File: src/rtl/vtag_pkg.sv
package vtag_pkg;

  typedef enum logic [1:0] {
    RX_PASS = 2'd0,
    RX_HOLD = 2'd1,
    RX_DROP = 2'd2
  } rx_st_e;

  // Byte k of the four inserted bytes: identifier high, low, tag high, low.
  function automatic logic [7:0] tag_field_byte(input logic [15:0] tpid,
                                                input logic [15:0] tag,
                                                input logic [1:0]  k);
    logic [31:0] field;
    field = {tpid, tag};
    return field[8*(3-k) +: 8];
  endfunction

endpackage

File: src/rtl/vtag_pos_cnt.sv
module vtag_pos_cnt #(
  parameter int MAX = 16,
  parameter int W   = $clog2(MAX + 1)
) (
  input  logic         clk,
  input  logic         rst_n,
  input  logic         adv,
  input  logic         last,
  output logic [W-1:0] pos
);

  logic [W-1:0] pos_d;

  always_comb begin
    pos_d = pos;
    if (last)
      pos_d = '0;
    else if (pos != W'(MAX))
      pos_d = pos + 1'b1;
  end

  always_ff @(posedge clk or negedge rst_n) begin
    if (!rst_n)
      pos <= '0;
    else if (adv)
      pos <= pos_d;
  end

endmodule

File: src/rtl/vtag_tx_insert.sv
module vtag_tx_insert
  import vtag_pkg::*;
#(
  parameter int          HDR  = 12,
  parameter logic [15:0] TPID = 16'h8100
) (
  input  logic        clk,
  input  logic        rst_n,
  input  logic [7:0]  in_data,
  input  logic        in_valid,
  input  logic        in_sof,
  input  logic        in_eof,
  input  logic        in_tag_en,
  input  logic [15:0] in_tag,
  output logic        in_ready,
  output logic [7:0]  out_data,
  output logic        out_valid,
  output logic        out_sof,
  output logic        out_eof,
  input  logic        out_ready
);

  localparam int TAG_BYTES = 4;
  localparam int PMAX      = HDR + TAG_BYTES;
  localparam int CW        = $clog2(PMAX + 1);
  localparam int IW        = $clog2(TAG_BYTES + 1);

  logic [CW-1:0] pos;
  logic [IW-1:0] ins_idx, ins_idx_d;
  logic          mode_q, mode_d;
  logic [15:0]   tag_q, tag_d;
  logic          inserting;
  logic          in_acc;

  assign inserting = mode_q && (pos == CW'(HDR)) && (ins_idx != IW'(TAG_BYTES));
  assign in_acc    = in_valid && in_ready;

  vtag_pos_cnt #(.MAX(PMAX), .W(CW)) u_pos (
    .clk  (clk),
    .rst_n(rst_n),
    .adv  (in_acc),
    .last (in_eof),
    .pos  (pos)
  );

  always_comb begin
    in_ready  = out_ready && !inserting;
    out_valid = inserting ? 1'b1 : in_valid;
    out_data  = inserting ? tag_field_byte(TPID, tag_q, ins_idx[1:0]) : in_data;
    out_sof   = !inserting && in_sof;
    out_eof   = !inserting && in_eof;
  end

  always_comb begin
    mode_d    = mode_q;
    tag_d     = tag_q;
    ins_idx_d = ins_idx;
    if (inserting && out_ready)
      ins_idx_d = ins_idx + 1'b1;
    if (in_acc && in_sof) begin
      mode_d = in_tag_en;
      tag_d  = in_tag;
    end
    if (in_acc && in_eof)
      ins_idx_d = '0;
  end

  always_ff @(posedge clk or negedge rst_n) begin
    if (!rst_n) begin
      mode_q  <= 1'b0;
      tag_q   <= '0;
      ins_idx <= '0;
    end else begin
      mode_q  <= mode_d;
      tag_q   <= tag_d;
      ins_idx <= ins_idx_d;
    end
  end

  AST_TX_TPID_ORDER: assert property (@(posedge clk) disable iff (!rst_n)
    (inserting && out_ready && ins_idx == '0) |=> (out_valid && out_data == TPID[7:0]));

  AST_TX_STALL_HOLD: assert property (@(posedge clk) disable iff (!rst_n)
    (out_valid && !out_ready && inserting) |=> (out_valid && $stable(out_data)));

  AST_TX_INS_BLOCKS: assert property (@(posedge clk) disable iff (!rst_n)
    (inserting && out_ready && ins_idx != IW'(TAG_BYTES - 1)) |=> !in_ready);

endmodule

File: src/rtl/vtag_rx_strip.sv
module vtag_rx_strip
  import vtag_pkg::*;
#(
  parameter int          HDR  = 12,
  parameter logic [15:0] TPID = 16'h8100
) (
  input  logic        clk,
  input  logic        rst_n,
  input  logic        strip_en,
  input  logic [7:0]  in_data,
  input  logic        in_valid,
  input  logic        in_sof,
  input  logic        in_eof,
  output logic        in_ready,
  output logic [7:0]  out_data,
  output logic        out_valid,
  output logic        out_sof,
  output logic        out_eof,
  input  logic        out_ready,
  output logic        tag_hit,
  output logic [15:0] tag_val
);

  localparam int TAG_BYTES = 4;
  localparam int PMAX      = HDR + TAG_BYTES;
  localparam int CW        = $clog2(PMAX + 1);

  rx_st_e        st, st_d;
  logic [CW-1:0] pos;
  logic [7:0]    hold_q, hold_d;
  logic          hit_d;
  logic [15:0]   tag_d;
  logic          tpid_match;
  logic          in_acc;

  assign in_acc     = in_valid && in_ready;
  assign tpid_match = (hold_q == TPID[15:8]) && (in_data == TPID[7:0]) && !in_eof;

  vtag_pos_cnt #(.MAX(PMAX), .W(CW)) u_pos (
    .clk  (clk),
    .rst_n(rst_n),
    .adv  (in_acc),
    .last (in_eof),
    .pos  (pos)
  );

  always_comb begin
    st_d      = st;
    hold_d    = hold_q;
    hit_d     = tag_hit;
    tag_d     = tag_val;
    in_ready  = out_ready;
    out_valid = in_valid;
    out_data  = in_data;
    out_sof   = in_sof;
    out_eof   = in_eof;
    unique case (st)
      RX_PASS: begin
        if (strip_en && in_valid && !in_eof && pos == CW'(HDR)) begin
          in_ready  = 1'b1;
          out_valid = 1'b0;
          hold_d    = in_data;
          st_d      = RX_HOLD;
        end
      end
      RX_HOLD: begin
        out_sof = 1'b0;
        out_eof = 1'b0;
        if (!in_valid) begin
          in_ready  = 1'b0;
          out_valid = 1'b0;
        end else if (tpid_match) begin
          in_ready  = 1'b1;
          out_valid = 1'b0;
          hit_d     = 1'b1;
          st_d      = RX_DROP;
        end else begin
          in_ready  = 1'b0;
          out_valid = 1'b1;
          out_data  = hold_q;
          if (out_ready)
            st_d = RX_PASS;
        end
      end
      RX_DROP: begin
        in_ready  = 1'b1;
        out_valid = 1'b0;
        if (in_valid) begin
          if (pos == CW'(HDR + 2))
            tag_d[15:8] = in_data;
          else
            tag_d[7:0] = in_data;
          if (pos == CW'(HDR + 3) || in_eof)
            st_d = RX_PASS;
        end
      end
      default: st_d = RX_PASS;
    endcase
    if (in_valid && in_ready && in_sof) begin
      hit_d = 1'b0;
      tag_d = '0;
    end
  end

  always_ff @(posedge clk or negedge rst_n) begin
    if (!rst_n) begin
      st      <= RX_PASS;
      hold_q  <= '0;
      tag_hit <= 1'b0;
      tag_val <= '0;
    end else begin
      st      <= st_d;
      hold_q  <= hold_d;
      tag_hit <= hit_d;
      tag_val <= tag_d;
    end
  end

  AST_RX_HIT_ENTERS_DROP: assert property (@(posedge clk) disable iff (!rst_n)
    $rose(tag_hit) |-> (st == RX_DROP));

  AST_RX_DROP_QUIET: assert property (@(posedge clk) disable iff (!rst_n)
    (st == RX_DROP) |-> !out_valid);

  AST_RX_SHORT_NO_HIT: assert property (@(posedge clk) disable iff (!rst_n)
    (in_acc && in_eof && pos < CW'(HDR + 1)) |=> !tag_hit);

  AST_RX_FLUSH_HOLD: assert property (@(posedge clk) disable iff (!rst_n)
    (st == RX_HOLD && out_valid && !out_ready) |=> (out_valid && out_data == $past(hold_q)));

  AST_RX_BYPASS: assert property (@(posedge clk) disable iff (!rst_n)
    (!strip_en && st == RX_PASS) |-> (out_valid == in_valid));

endmodule

File: src/rtl/vlan_tag_unit.sv
module vlan_tag_unit #(
  parameter int          ADDR_BYTES = 6,
  parameter logic [15:0] TPID       = 16'h8100
) (
  input  logic        clk,
  input  logic        rst_n,
  input  logic [7:0]  tx_in_data,
  input  logic        tx_in_valid,
  input  logic        tx_in_sof,
  input  logic        tx_in_eof,
  input  logic        tx_in_tag_en,
  input  logic [15:0] tx_in_tag,
  output logic        tx_in_ready,
  output logic [7:0]  tx_out_data,
  output logic        tx_out_valid,
  output logic        tx_out_sof,
  output logic        tx_out_eof,
  input  logic        tx_out_ready,
  input  logic        rx_strip_en,
  input  logic [7:0]  rx_in_data,
  input  logic        rx_in_valid,
  input  logic        rx_in_sof,
  input  logic        rx_in_eof,
  output logic        rx_in_ready,
  output logic [7:0]  rx_out_data,
  output logic        rx_out_valid,
  output logic        rx_out_sof,
  output logic        rx_out_eof,
  input  logic        rx_out_ready,
  output logic        rx_tag_hit,
  output logic [15:0] rx_tag
);

  localparam int HDR = 2 * ADDR_BYTES;

  logic [1:0] rst_sync;
  logic       rst_n_int;

  always_ff @(posedge clk or negedge rst_n) begin
    if (!rst_n)
      rst_sync <= 2'b00;
    else
      rst_sync <= {rst_sync[0], 1'b1};
  end
  assign rst_n_int = rst_sync[1];

  vtag_tx_insert #(.HDR(HDR), .TPID(TPID)) u_tx (
    .clk      (clk),
    .rst_n    (rst_n_int),
    .in_data  (tx_in_data),
    .in_valid (tx_in_valid),
    .in_sof   (tx_in_sof),
    .in_eof   (tx_in_eof),
    .in_tag_en(tx_in_tag_en),
    .in_tag   (tx_in_tag),
    .in_ready (tx_in_ready),
    .out_data (tx_out_data),
    .out_valid(tx_out_valid),
    .out_sof  (tx_out_sof),
    .out_eof  (tx_out_eof),
    .out_ready(tx_out_ready)
  );

  vtag_rx_strip #(.HDR(HDR), .TPID(TPID)) u_rx (
    .clk      (clk),
    .rst_n    (rst_n_int),
    .strip_en (rx_strip_en),
    .in_data  (rx_in_data),
    .in_valid (rx_in_valid),
    .in_sof   (rx_in_sof),
    .in_eof   (rx_in_eof),
    .in_ready (rx_in_ready),
    .out_data (rx_out_data),
    .out_valid(rx_out_valid),
    .out_sof  (rx_out_sof),
    .out_eof  (rx_out_eof),
    .out_ready(rx_out_ready),
    .tag_hit  (rx_tag_hit),
    .tag_val  (rx_tag)
  );

endmodule

File: config.mk
export PLATFORM = sky130hd
export DESIGN_NAME = vlan_tag_unit
export DESIGN_NICKNAME = d
export VERILOG_FILES = /design/src/rtl/vtag_pkg.sv /design/src/rtl/vtag_pos_cnt.sv /design/src/rtl/vtag_tx_insert.sv /design/src/rtl/vtag_rx_strip.sv /design/src/rtl/vlan_tag_unit.sv
export SDC_FILE = /design/constraint.sdc
export NUM_CORES = 1
export LEC_CHECK = 0
export CORE_ASPECT_RATIO = 0.9
export CORE_UTILIZATION = 52
export DETAILED_ROUTE_END_ITERATION = 16
export PLACE_DENSITY = 0.85
export SLEW_MARGIN = 20
export SYNTH_ARGS = -nofsm -noshare
export SYNTH_HDL_FRONTEND = slang
export SYNTH_SLANG_ARGS = --single-unit
File: constraint.sdc
create_clock -name clk -period 3.5 [get_ports clk]
set_clock_uncertainty 0.2 [all_clocks]
set_input_delay 0.525 -clock clk [delete_from_list [all_inputs] [get_ports clk]]
set_output_delay 0.525 -clock clk [all_outputs]
set_load 0.02 [all_outputs]
==> flow_summary.json, run 1 <==
{
  "drive_above_1_share_pct": 21.5,
  "fp.coreArea_mm2": 0.00573,
  "dp_hpwl_um": 5360,
  "combPwrFrac_pct": 17.0,
  "grt_usage_pct": 25.3,
  "place_area_mm2": 0.00409,
  "cts.sinks": 59,
  "critical_path_class": "input port to primary output",
  "grt_use_met2_pct": 44.1,
  "cp.required_ps": 2770,
  "diodes": 0,
  "syn_inst": 275,
  "stdcell_area_mm2": 0.00429,
  "max_stage_delay_ps": 610,
  "path_cells": "clkdlybuf4s50_1 -> or4_4 -> nor3_2 -> buf_4 -> a31oi_1 -> a21oi_1 -> clkdlybuf4s50_1",
  "fin_hold_ws_ps": 140,
  "synth_ff_type": "dfrtp_1",
  "yosys_warnings": 0,
  "switchingPower_mw": 0.434,
  "use_met1_pct": 31.1,
  "fin_crit_ps": 3390,
  "cpMaxStageDelayCell": "clkdlybuf4s50_1",
  "rsz0062_at_grt": "no",
  "syn_area_mm2": 0.00312,
  "p_leak_nw": 2.01,
  "startpoint": "rx_in_data[5]",
  "synthArstFlopShare_pct": 100,
  "ff2ff_path_depth": 6,
  "grt_pass1_vias": 2561,
  "fin_nets": 429,
  "r2r_slack_ps": 840,
  "postSynthAreaPerCell_um2": 11.3,
  "slew_headroom_pct": 51.7,
  "dieWidth_um": 83.6,
  "final.setup.tns_ps": 0,
  "sw_frac_of_total_pct": 26.4,
  "gp_congestion": 0.812,
  "crit_arrival_ps": 2670,
  "grt_overflow": 0,
  "grt_pass1_wl_um": 12300,
  "cts-htree-levels": 3,
  "slew_viol_final": 0,
  "synth_top_family_by_area": "multiplexers",
  "cp-start-kind": "input port",
  "ys_ff_latch": 59,
  "clock_insertion_delay_worst_skew_ps": 330,
  "initial_core_util_pct": 54.4,
  "timing.final.crit_share_pct": 96.9,
  "dr.pass1.iters": 5,
  "antenna_found_initial": 0,
  "max-clock-path-buffers": 2,
  "power_density_mw_per_mm2": 383,
  "clock_power_share_pct": 34.6,
  "end_kind": "primary output",
  "area_growth_pct": 37.6,
  "drc": 0,
  "muxShareOfSynthArea_pct": 21.0,
  "ios": 85,
  "critPathCapture": "rx_in_ready",
  "cts-buffers-inserted": 9,
  "die_area_mm2": 0.00631,
  "grt_max_degree": 46,
  "status": "finished clean",
  "viasPerCell": 5.60,
  "first_iter_violations": 121,
  "critical_path_depth": 7,
  "clk_pin_slew_worst_paths_ps": 60,
  "clockRootBuffer": "clkbuf_8",
  "cp_num_buf_inv": 3,
  "hold_viol": 0,
  "wl_um": 7590,
  "maxCapViolCount": 0,
  "yosysSeqAreaShare_pct": 47.4,
  "seqPwrFrac_pct": 48.4,
  "setup_viol": 0,
  "synth_compound_gate_area_share_pct": 8.91,
  "max_freq_ghz": 0.295,
  "yosys.cell_types.count": 49,
  "globalRouteMet3Util_pct": 7.48,
  "worst_path_most_repeated_cell": "clkdlybuf4s50_1",
  "synthSimpleGateAreaFrac_pct": 14.2,
  "worst_slew_pin_slew_ps": 724,
  "ant_nets": 0,
  "drt-wirelength-per-cell_um": 16.8,
  "cts_tree": "yes",
  "crit_family": "buffers and inverters",
  "num_vias": 2525,
  "synth-edff-count": 0,
  "r2r-end": "u_tx.tag_q[7]$_DFFE_PN0P_",
  "cp_max_fo": 3,
  "busiest_layer": "met2",
  "intPower_mw": 1.21,
  "synthXorXnorAreaFrac_pct": 1.12,
  "synthAdderAreaFrac_pct": 3.21,
  "peakVddDrop_mv": 0.282,
  "synth_nets": 327,
  "io_buffers": 84,
  "hold_class": "flip-flop to asynchronous set/reset pin",
  "fp.dieH_um": 75.4,
  "r2r-start": "u_tx.ins_idx[1]$_DFFE_PN0P_",
  "num_rows": 26
}
registers in the layout, indices dropped and copies added (netlist names):
signal          flops
u_rx.u_pos.pos      5
u_tx.tag_q         16
u_rx.tag_val       16
u_rx.hold_q         8
rst_sync            2
u_tx.ins_idx        3
u_rx.tag_hit        1
u_tx.mode_q         1
u_rx.st             2
u_tx.u_pos.pos      5
cell type report:
type,instances,area [um2]
tap,70,87.6
clock buffer,13,169
multi-input combinational,194,1530
fill,405,1440
timing repair buffer,101,971
sequential,59,1480
clock inverter,2,10.0
inverter,12,46.3
how the worst min path moves through the flow:
| stage | to | slack, ps | cells past startpoint |
|---|---|---|---|
| 2_1_floorplan | rst_sync[0]$_DFF_PN0_ | 30 | 0 |
| 3_3_place_gp | rst_sync[1]$_DFF_PN0_ | 140 | 0 |
| 3_5_place_dp | rst_sync[1]$_DFF_PN0_ | 140 | 0 |
| 4_1_cts | rst_sync[0]$_DFF_PN0_ | 130 | 1 |
| 5_1_grt | rst_sync[0]$_DFF_PN0_ | 140 | 1 |
| 6_report | u_tx.mode_q$_DFFE_PN0P_ | 140 | 0 |
per-stage QoR:
step,worst slack (ps),total power [mW],util [%],std cells
finish,107,1.64,74.9,451
global route,1.18,1.71,74.9,451
CTS,50.6,1.66,74.6,451
detailed placement,-157,1.09,71.4,436
global placement,-87.3,1.07,71.4,436
floorplan,603,0.958,-,275
power by group through the flow:
stage                     Combinational, mW  Sequential [mW]  Clock [mW]
final                                 0.279            0.795       0.569
after global routing                  0.304            0.807       0.602
after CTS                             0.280            0.795       0.581
after detailed placement              0.280            0.806           0
after global placement                0.269            0.803           0
after floorplan                       0.163            0.795           0
synthesized netlist by cell type (2+ instances only):
library cell / count / share of area (%)
nand2b_1: 2 / 0.40
clkbuf_1: 5 / 0.60
xor2_1: 2 / 0.56
ha_1: 8 / 3.2
o31ai_1: 6 / 1.4
o21ai_0: 8 / 1.3
nand2_1: 20 / 2.4
nor3_1: 3 / 0.48
or4_4: 2 / 0.72
mux2i_1: 24 / 7.7
nand3_1: 7 / 1.1
nor2_1: 29 / 3.5
and2_1: 5 / 1.0
o21a_1: 2 / 0.48
mux2_4: 2 / 0.96
dfrtp_1: 59 / 47
buf_2: 2 / 0.32
buf_6: 2 / 0.72
mux2_2: 34 / 12
nand4b_1: 2 / 0.56
nor4_1: 3 / 0.60
a21oi_1: 7 / 1.1
xnor2_1: 2 / 0.56
nand4_1: 2 / 0.40
a31oi_1: 3 / 0.60
inv_1: 11 / 1.3
placed cells by master (no fill, tap or decap), types with 6 or more instances in the layout:
master           Yosys  final
inv_1               11     11
nand3_1              7      7
o21ai_0              8      8
mux2i_1             24     24
clkbuf_8             0     12
nor2_1              29     29
dlygate4sd2_1        0      8
o31ai_1              6      6
buf_4                0     17
ha_1                 8      8
clkdlybuf4s50_1      0     71
a21oi_1              7      7
nand2_1             20     20
dfrtp_1             59     58
mux2_2              34     34
layer usage:
metal / vias up / part of all wire, %
li1: 1178 / -
met1: 1256 / 44
met2: 81 / 50
met3: 10 / 5.6
met4: 0 / 1.1
met5: - / 0
cells by family (layout without fill, tap and decap cells):
kind of cell / Yosys count / count (layout)
adders and majority gates: 8 / 8
buffers and inverters: 22 / 128
DFF: 59 / 59
muxes: 60 / 60
other: 1 / 1
and+or+nand+nor: 86 / 86
AOI/OAI and AO/OA: 35 / 35
xor gates and xnor gates: 4 / 4
worst reg2reg max path: cells and delay by family, from the launching register on:
| kind | cells | cell delay (ps) |
|---|---|---|
| simple gates | 1 | 600 |
| compound gates | 2 | 460 |
| flops | 1 | 440 |
| mux | 1 | 420 |
| fa+ha+maj | 1 | 230 |
| buf+inv | 1 | 180 |
timing repair:
action,CTS,global route
setup buffers,0,0
hold buffers,0,0
endpoints found under the setup margin,14,6
gates resized for setup,11,6
No activity file was read; power rests on OpenSTA's default activity.
==> run 2, diff against run 1 <==
SETUP_SLACK_MARGIN = 0.15   (was unset)
==> run 2 against run 1 <==
Effect of this change: via count up 0.44%; count of clock-buffer cells in the layout unchanged; fmax up 0.72%; non-clock buffer count up 5; final area up 0.29%; first-iteration DRC count down 1.7%; critical path depth up 1; total power up 0.18%; clock power up 0.9%; largest cell class unchanged.
==> flow_summary.json, run 2 (synthesis results as in run 1) <==
{
  "status": "finished clean",
  "dr.pass1.iters": 4,
  "timing.final.crit_share_pct": 96.3,
  "cp-start-kind": "input port",
  "max-clock-path-buffers": 2,
  "combPwrFrac_pct": 16.8,
  "maxCapViolCount": 0,
  "clockRootBuffer": "clkbuf_8",
  "grt_usage_pct": 25.3,
  "rsz0062_at_grt": "yes",
  "cts_tree": "yes",
  "ant_nets": 0,
  "grt_overflow": 0,
  "fillers": 396,
  "max_freq_ghz": 0.297,
  "dp.cells": 436,
  "drive_above_1_share_pct": 24.4,
  "final.setup.tns_ps": 0,
  "place_area_mm2": 0.00409,
  "antenna_found_initial": 0,
  "ios": 85,
  "grt_pass1_wl_um": 12300,
  "cts-buffers-inserted": 9,
  "first_iter_violations": 119,
  "layout_common_cells": "67 x clkdlybuf4s50_1, 58 x dfrtp_1, 34 x mux2_2, 29 x nor2_1, 24 x mux2i_1",
  "drc": 0,
  "clock_power_share_pct": 34.9,
  "ff2ff_path_depth": 6,
  "hold_class": "flip-flop to asynchronous set/reset pin",
  "intPower_mw": 1.21,
  "num_rows": 26,
  "hold_viol": 0,
  "cp.required_ps": 2770,
  "fp.dieH_um": 75.4,
  "fp.coreArea_mm2": 0.00573,
  "switchingPower_mw": 0.440,
  "worst_slew_pin_slew_ps": 720,
  "die_area_mm2": 0.00631,
  "startpoint": "rx_in_eof",
  "slew_headroom_pct": 51.9,
  "dieWidth_um": 83.6,
  "peakVddDrop_mv": 0.282,
  "clock_insertion_delay_worst_skew_ps": 340,
  "p_total_mw": 1.65,
  "fin_nets": 434,
  "r2r_slack_ps": 790,
  "slew_viol_final": 0,
  "wl_um": 7690,
  "viasPerCell": 5.56,
  "area_growth_pct": 38.0,
  "cp_max_fo": 3,
  "grt_pass1_vias": 2561,
  "crit_arrival_ps": 2640,
  "critical_path_class": "input port to primary output",
  "fin_hold_ws_ps": 139,
  "num_vias": 2536,
  "holdBufCountCts": 0,
  "cts-htree-levels": 3,
  "diodes": 0,
  "seqPwrFrac_pct": 48.3,
  "clk_pin_slew_worst_paths_ps": 70,
  "initial_core_util_pct": 54.4,
  "grt_max_degree": 46,
  "fin_crit_ps": 3370,
  "r2r-start": "u_rx.hold_q[4]$_DFFE_PN0P_",
  "drt-wirelength-per-cell_um": 16.9,
  "layout_commonest_cell": "clkdlybuf4s50_1",
  "cts.sinks": 59,
  "gp_congestion": 0.812,
  "stdcell_area_mm2": 0.00430,
  "r2r-end": "u_rx.tag_val[9]$_DFFE_PN0P_",
  "end_kind": "primary output",
  "io_buffers": 84,
  "power_density_mw_per_mm2": 382,
  "p_leak_nw": 2.00,
  "setup_viol": 0,
  "dp_hpwl_um": 5360,
  "final_cell_count_no_fill": 456,
  "reg.largest.list": "u_rx.tag_val: 16 flops, u_tx.tag_q: 16 flops, u_rx.hold_q: 8 flops",
  "sw_frac_of_total_pct": 26.7
}
[run 2: per-layer routing]
metal	vias up	GRT usage [%]	routed length, um
li1	1187	-	-
met1	1261	31.1	3380
met2	76	44.1	3780
met3	12	7.48	432
met4	0	8.29	102
met5	-	0	0
[run 2: area by class of cell]
type                    count  area, um2  area share, %
well taps                  70       87.6           2.04
repair buffers            106        972           22.6
multi-input cells         194       1540           35.7
inverters                  12       46.3           1.08
flip-flops and latches     59       1480           34.4
clock buffers              13        169           3.93
clock inverters             2       10.0          0.233
[run 2: worst max-delay path by stage]
stage                                 to  slack, ps  cells past startpoint
after floorplan           tx_out_data[1]        600                      7
after global placement    rx_out_data[2]        -90                      6
after detailed placement  rx_out_data[0]       -160                      7
after CTS                 tx_out_data[7]        150                      7
after global routing        rx_out_valid         40                      8
final                       rx_out_valid        130                      8
[run 2: power by group through the flow]
stage | sequential, mW | clock, mW | combinational [mW]
6_report | 0.795 | 0.574 | 0.276
3_3_place_gp | 0.803 | 0 | 0.269
2_1_floorplan | 0.795 | 0 | 0.163
3_5_place_dp | 0.806 | 0 | 0.280
4_1_cts | 0.795 | 0.581 | 0.277
5_1_grt | 0.807 | 0.602 | 0.302
[run 2: critical path: stages]
cell	delay (ps)
clkdlybuf4s50_1	440
nor4_2	360
nand4b_1	230
nor3_4	240
buf_4	140
buf_4	100
a21oi_1	50
clkdlybuf4s50_1	550
[run 2: metrics by stage]
| step | setup WS [ps] | utilization, % |
|---|---|---|
| floorplan | 603 | - |
| global placement | -87.3 | 71.4 |
| detailed placement | -157 | 71.4 |
| CTS | 152 | 74.5 |
| global route | 41.8 | 75.1 |
| finish | 131 | 75.1 |
[run 2: what timing repair did]
item / CTS / global route
endpoints found under the setup margin: 18 / 11
cloned: 0 / 0
resized for setup: 19 / 18
setup buffers: 0 / 5
pin swaps: 1 / 4
==> run 3, diff against run 2 <==
CELL_PAD_IN_SITES_DETAIL_PLACEMENT = 1   (was unset)
CELL_PAD_IN_SITES_GLOBAL_PLACEMENT = 1   (was unset)
CORE_UTILIZATION = 40   (was 52)
PLACE_DENSITY = unset   (was 0.85)
PLACE_DENSITY_LB_ADDON = 0.1   (was unset)
==> run 3 against run 2 <==
Effect of this change: non-clock buffer count fell by 1; clock power increased by 5.4%; register-to-register slack barely moved; global-route usage decreased by 4.1 points; core utilization decreased by 17 points; fmax fell by 0.38%; critical path depth shrank 1; critical endpoint is now rx_out_data[3]; highest routed layer unchanged; count of clock-buffer cells in the layout increased by 1; first-iteration DRC count is 21% lower; sequential share of layout area down 0.56 points; via count down 2.1%; largest cell class unchanged; die area rose by 29%.
==> flow_summary.json, run 3 (synthesis results as in run 1) <==
{
  "status": "finished clean",
  "drive_above_1_share_pct": 24.4,
  "grt_pass1_vias": 2651,
  "end_kind": "primary output",
  "p_leak_nw": 2.04,
  "drc": 0,
  "ff2ff_path_depth": 5,
  "grt_pass1_wl_um": 13100,
  "cts-htree-levels": 3,
  "maxCapViolCount": 0,
  "num_vias": 2482,
  "peakVddDrop_mv": 0.208,
  "area_growth_pct": 40.1,
  "crit_arrival_ps": 2660,
  "clockRootBuffer": "clkbuf_8",
  "hold_viol": 0,
  "dieWidth_um": 95.0,
  "layout_commonest_cell": "clkdlybuf4s50_1",
  "fp.dieH_um": 85.7,
  "cp_max_fo": 7,
  "startpoint": "rx_in_data[3]",
  "worst_slew_pin_slew_ps": 869,
  "gp_congestion": 0.715,
  "setup_viol": 0,
  "cts-buffers-inserted": 9,
  "p_total_mw": 1.67,
  "r2r_slack_ps": 790,
  "power_density_mw_per_mm2": 384,
  "viasPerCell": 5.16,
  "cp-start-kind": "input port",
  "critical_path_class": "input port to primary output",
  "die_area_mm2": 0.00815,
  "max-clock-path-buffers": 2,
  "fp.coreArea_mm2": 0.00754,
  "grt_usage_pct": 21.3,
  "diodes": 0,
  "first_iter_violations": 94,
  "fin_hold_ws_ps": 156,
  "drt-wirelength-per-cell_um": 16.5,
  "antenna_found_initial": 0,
  "reg.largest.list": "u_rx.tag_val: 16 flops, u_tx.tag_q: 16 flops, u_rx.hold_q: 8 flops",
  "max_freq_ghz": 0.296,
  "timing.final.crit_share_pct": 96.6,
  "r2r-start": "u_rx.hold_q[4]$_DFFE_PN0P_",
  "post-route-util_pct": 57.9,
  "ant_nets": 0,
  "fin_crit_ps": 3380,
  "io_buffers": 84,
  "grt_overflow": 0,
  "clock_insertion_delay_worst_skew_ps": 330,
  "grt_max_degree": 38,
  "ios": 85,
  "clk_pin_slew_worst_paths_ps": 70,
  "slew_headroom_pct": 42.1,
  "hold_class": "input port to asynchronous set/reset pin",
  "fin_nets": 433,
  "initial_core_util_pct": 41.3,
  "cp.required_ps": 2770,
  "dp.cells": 461,
  "wl_um": 7950,
  "rsz0062_at_grt": "yes",
  "layout_common_cells": "68 x clkdlybuf4s50_1, 58 x dfrtp_1, 34 x mux2_2, 29 x nor2_1, 24 x mux2i_1",
  "cts_tree": "yes",
  "cts.sinks": 59,
  "final_cell_count_no_fill": 481,
  "slew_viol_final": 0,
  "r2r-end": "u_rx.tag_val[7]$_DFFE_PN0P_",
  "dr.pass1.iters": 4,
  "dp_hpwl_um": 5790,
  "num_rows": 30
}
[run 3: changes by cell type in the layout (fill, tap and decap cells not counted), sizes merged]
| cell | before | now |
|---|---|---|
| buf | 22 | 21 |
| dlygate4sd2 | 7 | 2 |
| clkbuf | 19 | 20 |
| dlymetal6s2s | 2 | 7 |
| clkdlybuf4s15 | 2 | 1 |
| clkinv | 3 | 2 |
| clkdlybuf4s50 | 67 | 68 |
[run 3: worst max-delay path by stage]
stage / cells after the start / end / slack, ps
6_report: 7 / rx_out_data[3] / 120
3_3_place_gp: 6 / rx_out_data[6] / -90
4_1_cts: 6 / rx_out_data[3] / 140
5_1_grt: 7 / rx_out_data[3] / 70
3_5_place_dp: 6 / rx_out_data[3] / -250
2_1_floorplan: 7 / tx_out_data[1] / 600
[run 3: worst max-delay path, stage by stage]
cell,delay [ps]
clkdlybuf4s50_1,450
nor4_2,330
nand4b_1,250
nor3_4,230
or2_4,210
mux2_2,350
dlygate4sd2_1,320
[run 3: area by class of cell]
class | count | area (um2)
Timing Repair Buffer | 105 | 983
Tap cell | 96 | 120
Inverter | 12 | 45.0
Clock inverter | 1 | 5.00
Sequential cell | 59 | 1480
Fill cell | 838 | 3180
Clock buffer | 14 | 193
Multi-Input combinational cell | 194 | 1540
[run 3: power by group]
group | total (mW) | internal [mW] | switching, mW
clock | 0.605 | 0.349 | 0.256
sequential | 0.796 | 0.743 | 0.0532
combinational | 0.274 | 0.154 | 0.120
total | 1.67 | 1.25 | 0.429
[run 3: what timing repair did]
item | in CTS | in global routing
pin swaps | 2 | 1
buffers inserted | 0 | 5
gates resized for setup | 13 | 22
endpoints found under the setup margin | 9 | 16
hold buffers | 0 | 0
[run 3: metrics by stage]
stage          instance area (um2)  TNS (ps)  setup slack [ps]
2_1_floorplan                 3120         0               603
4_1_cts                       4320         0               142
3_5_place_dp                  4120     -1930              -248
6_report                      4370         0               118
5_1_grt                       4370         0              72.4
3_3_place_gp                  4120      -621             -85.4
[run 3: routing by layer]
layer	GRT usage [%]	part of all wire, %
met1	26.7	44
met5	0	0
met4	5.92	0.93
met3	4.61	3.1
met2	36.8	52
